`src/rtl/rs_fix_apply.sv`:
```
`timescale 1ns/1ps
module rs_fix_apply #(
  parameter int DATA_BYTES  = 2048,
  parameter int SPARE_BYTES = 64,
  parameter int CW_SYMS     = 1367,
  parameter int MAX_ERR     = 4,
  parameter int TW          = 16,
  localparam int AW = $clog2(DATA_BYTES + SPARE_BYTES),
  localparam int NW = $clog2(MAX_ERR + 1)
) (
  input  logic          clk,
  input  logic          rst_n,
  input  logic          in_valid,
  input  logic [11:0]   in_pos,
  input  logic [11:0]   in_pat,
  output logic          in_ready,
  input  logic          done_valid,
  input  logic          done_fail,
  output logic          ram_rd,
  output logic          ram_wr,
  output logic [AW-1:0] ram_addr,
  output logic [7:0]    ram_wdata,
  input  logic [7:0]    ram_rdata,
  output logic          rpt_valid,
  output logic [NW-1:0] rpt_fixed,
  output logic          rpt_fail,
  output logic [TW-1:0] fixed_total,
  output logic [TW-1:0] fail_total
);
  localparam logic [11:0]   POS_LIM = 12'(CW_SYMS);
  localparam logic [NW-1:0] CAP     = NW'(MAX_ERR);
  localparam logic [AW-1:0] MEM_LIM = AW'(DATA_BYTES + SPARE_BYTES);

  typedef enum logic [2:0] {S_IDLE, S_RD_A, S_WR_A, S_RD_B, S_WR_B} st_t;
  st_t state;

  logic [AW-1:0] a_q, b_q;
  logic [7:0]    ma_q, mb_q;
  logic [NW-1:0] page_cnt;

  logic [13:0]   x3;
  logic [AW-1:0] base;
  logic          odd, lead, take, close;

  assign x3    = {1'b0, in_pos, 1'b0} + {2'b00, in_pos};
  assign base  = x3[AW:1];
  assign odd   = in_pos[0];
  assign lead  = (in_pos == 12'd0);
  assign in_ready = (state == S_IDLE);
  assign take  = in_valid && in_ready && (in_pos < POS_LIM) && (page_cnt < CAP);
  assign close = done_valid && in_ready;

  assign ram_rd    = (state == S_RD_A) || (state == S_RD_B);
  assign ram_wr    = (state == S_WR_A) || (state == S_WR_B);
  assign ram_addr  = (state == S_RD_A || state == S_WR_A) ? a_q : b_q;
  assign ram_wdata = ram_rdata ^ ((state == S_WR_A) ? ma_q : mb_q);

  always_ff @(posedge clk) begin
    if (!rst_n) begin
      state <= S_IDLE;
      a_q <= '0; b_q <= '0; ma_q <= '0; mb_q <= '0;
    end else begin
      case (state)
        S_IDLE: if (take) begin
          a_q  <= odd ? base : base - AW'(1);
          b_q  <= odd ? base + AW'(1) : base;
          ma_q <= odd ? in_pat[11:4] : {4'h0, in_pat[11:8]};
          mb_q <= odd ? {in_pat[3:0], 4'h0} : in_pat[7:0];
          state <= lead ? S_RD_B : S_RD_A;
        end
        S_RD_A: state <= S_WR_A;
        S_WR_A: state <= S_RD_B;
        S_RD_B: state <= S_WR_B;
        default: state <= S_IDLE;
      endcase
    end
  end

  always_ff @(posedge clk) begin
    if (!rst_n) begin
      page_cnt <= '0; rpt_valid <= 1'b0; rpt_fixed <= '0; rpt_fail <= 1'b0;
      fixed_total <= '0; fail_total <= '0;
    end else begin
      rpt_valid <= close;
      if (close) begin
        page_cnt  <= '0;
        rpt_fixed <= page_cnt + {{(NW-1){1'b0}}, take};
        rpt_fail  <= done_fail;
        if (done_fail) fail_total <= fail_total + TW'(1);
        else fixed_total <= fixed_total + TW'(page_cnt) + TW'(take);
      end else if (take) begin
        page_cnt <= page_cnt + NW'(1);
      end
    end
  end

  a_r7_rd_then_wr: assert property (@(posedge clk) disable iff (!rst_n)
    ram_rd |=> ram_wr);
  a_r7_wr_same_addr: assert property (@(posedge clk) disable iff (!rst_n)
    ram_wr |-> ($past(ram_rd) && $past(ram_addr) == ram_addr));
  a_r8_busy_no_accept: assert property (@(posedge clk) disable iff (!rst_n)
    (ram_rd || ram_wr) |-> !in_ready);
  a_r6_cap: assert property (@(posedge clk) disable iff (!rst_n)
    page_cnt <= CAP);
  a_r4_addr_range: assert property (@(posedge clk) disable iff (!rst_n)
    (ram_rd || ram_wr) |-> ram_addr < MEM_LIM);
  a_r10_fail_on_report: assert property (@(posedge clk) disable iff (!rst_n)
    (fail_total != $past(fail_total)) |-> (rpt_valid && rpt_fail));
  a_r9_total_on_report: assert property (@(posedge clk) disable iff (!rst_n)
    (fixed_total != $past(fixed_total)) |-> (rpt_valid && !rpt_fail));
endmodule

```
`config.mk`:
```
export PLATFORM = sky130hd
export DESIGN_NAME = rs_fix_apply
export DESIGN_NICKNAME = d
export VERILOG_FILES = /design/src/rtl/rs_fix_apply.sv
export SDC_FILE = /design/constraint.sdc
export NUM_CORES = 1
export LEC_CHECK = 0
export BUFFER_PORTS_ARGS = -buffer_cell sky130_fd_sc_hd__buf_4
export CORE_ASPECT_RATIO = 2
export CORE_UTILIZATION = 53
export CTS_CLUSTER_SIZE = 40
export DETAILED_ROUTE_END_ITERATION = 7
export PLACE_DENSITY = 0.77
export SYNTH_ARGS = -nofsm -noshare
export SYNTH_HDL_FRONTEND = slang
export SYNTH_SLANG_ARGS = --single-unit
```
`constraint.sdc`:
```
create_clock -name clk -period 3.95 [get_ports clk]
set_input_delay 0.79 -clock clk [delete_from_list [all_inputs] [get_ports clk]]
set_output_delay 0.79 -clock clk [all_outputs]
set_load 0.01 [all_outputs]
```
Word-level counts from Yosys, hierarchy flattened
Index checks and enable logic that the tools add are counted.

storage, ports and cells
  memory bits (read-only) = 0
  latch bits = 0
  memories = 0
  input bits = 37
  RAM bits = 0
  logic and storage cells = 51
  register bits after elaboration = 83
  output and inout port bits = 60

operators by class
  magnitude comparators = 2
  reduce and logical (&&, ||, !) cells = 13
  $add $sub $neg = 8
  muxes and demuxes = 9
  div/mod/pow operators = 0
  eq/ne operators = 5
  $mul = 0
  shift-type cells = 0
  bitwise gates (word level) = 3

operator list
  operator               count
  $mux 12                3
  $mux 8                 3
  $add 16x1->16          1
  $add 16x1->16 const B  1
  $add 16x3->16          1
  $add 13x12->13         1
  $add 12x1->12 const B  1
  $logic_not 12->1       1
  $lt 12x11->1 const B   1
  $pmux 3 s4             1
  $sub 12x1->12 const B  1
  $xor 8x8->8            1
  $eq 3x2->1 const B     2
  $reduce_and 2->1       3
  $logic_and 1x1->1      4
  $add 3x1->3            1
  $add 3x1->3 const B    1
  $eq 3x1->1 const B     1
  $eq 3x3->1 const B     1
  $logic_not 3->1        1
  $logic_or 1x1->1       3
  $lt 3x3->1 const B     1
  $mux 3                 1
  $mux 2                 1
  other kinds (3)        4

Longest topological paths before layout
  depth in word-level cells = 6
  mapped depth = 17
  depth with buffers taken out = 15

Worst setup path after synthesis
No wires, ideal clock.

  path kind = input-to-reg
  start point = input port in_pos[0]
  end point = register fixed_total[12]
  library setup time = 0.128 ns
  stages on the path = 16
  arrival = 3.458 ns
  path buffers = 2
  path slack = 0.364 ns
  required time = 3.822 ns
  path through = ha_1 > a21oi_1 > o21ai_0 > a21oi_1 > o21ai_0 > buf_4 > clkbuf_1 > fa_1 > inv_1 > fa_1 > a21oi_1 > nor4b_1 > and2_1 > nand4_1 > xnor2_1 > nor2_1

between the ends
  word-level cells in the longest chain between the ends = 4

ends and longest elaborated chain
  what                             RTL line  text
  from (decl)                      14        input logic [11:0] in_pos,
  $lt 12x11->1                     50        assign take = in_valid && in_ready && (in_pos < POS_LIM) && (page_cnt < CAP);
  $logic_and 1x1->1 (2 in series)  50
  $add 16x1->16                    90        else fixed_total <= fixed_total + TW'(page_cnt) + TW'(take);
  to (signal assigned)             90
  to (decl)                        27        output logic [TW-1:0] fixed_total,

Every way passes these cells.
A chain may end at the register's enable or synchronous reset.

Worst setup path after layout
  start point = input port in_pos[1]
  end point = register fixed_total[12]

The elaborated chain is that of the path after synthesis.

==> key figures <==
Power and ir drop
  • Total chip power: 2.200 mW
  • P per Cell Area: 364.8 nW/um^2
  • Leakage: 2.537 nW
  • Max VDD drop: 0.0002135 V

Detailed routing
  • Initial drt markers: 235
  • Final ANT Viol Nets: 0
  • Avg Vias per Cell: 5.691
  • Routed via count: 4376
  • Routed wire length: 11550 microns
  • Wire per inst: 15.02 microns
  • DRC viols: 0
  • DRT Pass-1 Iters: 4

Die
  • Row count: 49
  • Core Box Area: 9012 sq um
  • Ports: 97
  • Height of the die: 138.6 microns
  • DIE AREA: 9741 sq um
  • Starting Density: 54.85%
  • Die width: 70.29 microns

Placement
  • Place WS: 212.1 ps
  • GP Congestion: 0.8281
  • Area after DPL: 5758 sq um
  • Post-DP HPWL: 8984 microns
  • IO buf count: 96
  • Placed Cells incl. Taps: 753

Synthesis
  • Area leader, netlist: dfxtp_1
  • Share of the synthesized area in the top cell type: 33.61%
  • Cell Area, Synth: 4943 sq um
  • Top-count cell post-synth: dfxtp_1
  • Mean Syn Cell Area: 8.642 sq um
  • Synth top cells by count: dfxtp_1, nor2_1, nand2_1
  • Cells after synthesis: 572
  • Top post-synthesis cells by area: dfxtp_1, ha_1, xnor2_1
  • Synth unique cells: 63
  • Synth Register Bits: 83
  • Synth Flop Type: dfxtp_1
  • Ys async rst share: 0%
  • Syn Nets: 642
  • Number of synthesized flops with an enable pin: 0
  • YS warnings: 0
  • Sequential share of the synthesized area: 33.61%

Clock network
  • CTS tree: built
  • Skew-Pair Late Insertion Delay: 340 ps
  • Clock buffer count from CTS: 9
  • Post-cts gate resize count: 0
  • Number of clock sinks: 83
  • Hold_buf cts: 0
  • Root buf cell: clkbuf_16
  • CTS max path bufs: 2
  • H-Tree Depth: 3
  • Clock transition at path regs: 60 ps
  • Postcts setup bufs: 0

Finish
  • Share of cells above drive strength 1: 23.09%
  • Sequential cell area: 1662 sq um
  • Fin cells: 769
  • Post-layout utilization of the core: 66.93%
  • Area occupied by multi-input gates: 3072 sq um
  • Fill cell count: 745
  • Final nets: 732
  • Antenna cells: 0
  • Finished Cell Area: 6032 sq um
  • Area growth, synth to finish: 22.02%

STA
  • Fin Setup TNS: 0 ps
  • Worst setup margin: 543.4 ps
  • Max Slew Vio Count: 0
  • Tcrit/Tclk final: 86.24%
  • RSZ-0062 raised after global routing: no
  • Post-layout minimum cycle time: 3407 ps
  • Worst-margin pin slew: 808.2 ps
  • Clk_skew: 6.714 ps
  • Fin. Hold Viols: 0
  • Max Freq: 293.5 MHz
  • Hold WS: 453.4 ps
  • Slew margin rel.: 46.04%
  • Setup-failing EPs final: 0

Setup path
  • Kind of critical path: input pin to register
  • Crit. End Element: register
  • Worst Path Max Fanout: 5
  • Startpoint types: input pin
  • WP data required: 4140 ps
  • Worst Path Arrival: 3600 ps

Global routing
  • Grt ovf: 0
  • Largest net degree at the start of global routing: 49
  • Total Routing Usage GR: 24.04%
  • Vias in the first global route: 4289
  • Initial antenna violation count: 0
  • Global-route wire length before repair: 19110 microns

Worst hold path
  • HP Class: register to register

Run status
  • Status: complete, no violations

Run
  • MaxCap Viol Count: 0
power breakdown:
group,leakage (nW),internal (mW),switching [mW]
clock network,0.137,0.458,0.312
logic,1.73,0.237,0.288
registers,0.675,0.878,0.0267
total,2.54,1.57,0.627
state kept, by name, summed over array words and instances, names as in the netlist, 3 cells and up:
signal,flops
b_q,12
a_q,12
mb_q,8
state,3
page_cnt,3
rpt_fixed,3
ma_q,8
fixed_total,16
fail_total,16
cell usage in the layout, fill, tap and decap left out, drive strengths merged, types with 22 or more instances in the layout:
cell,count
buf,107
dfxtp,83
nor2,68
nand2,49
xnor2,40
a21oi,36
ha,30
nand3,30
a211oi,28
inv,24
xor2,22
path summary, 6_finish.rpt:
kind | endpoint | from | cells past startpoint | slack [ps]
setup / recovery | fixed_total[12] | in_pos[1] | 15 | 540
setup reg to reg | fixed_total[12] | state[2] | 13 | 740
hold reg to reg | ma_q[4] | ma_q[4] | 2 | 450
hold / removal | ma_q[4] | ma_q[4] | 2 | 450
kinds of logic (layout without fill, tap and decap cells):
kind of cell,after synthesis,count (layout),synth area share (%)
muxes,29,29,6.176
buffers and inverters,53,148,4.353
xor gates and xnor gates,62,62,11.14
and+or+nand+nor,204,204,20.58
adders and majority gates,33,33,8.808
AOI/OAI and AO/OA,108,108,15.34
DFF,83,83,33.61
final cells by class:
cell class	instances	area share [%]
Clock inverter	2	0.1659
Timing Repair Buffer	107	13.32
Sequential cell	83	27.55
Inverter	25	1.556
Clock buffer	14	4.377
Multi-Input combinational cell	436	50.92
Tap cell	102	2.116
worst max-delay path, stage by stage:
cell and delay [ps]:
buf_4 130, ha_1 240, a21oi_1 170, o21ai_0 130
a21oi_1 220, o21ai_1 160, fa_1 410, inv_1 80
fa_1 210, a21oi_1 80, nor4b_1 370, and2_1 280
nand4_1 130, xnor2_1 150, nor2_1 50
metal layers:
metal	track usage (%)	up-vias	part of all wire, %
met5	0	-	0
met4	11.26	0	2.3
met3	3.634	20	3.6
met2	46.67	116	57
met1	23.87	2059	37
li1	-	2181	-
No activity file was read; power rests on OpenSTA's default activity.
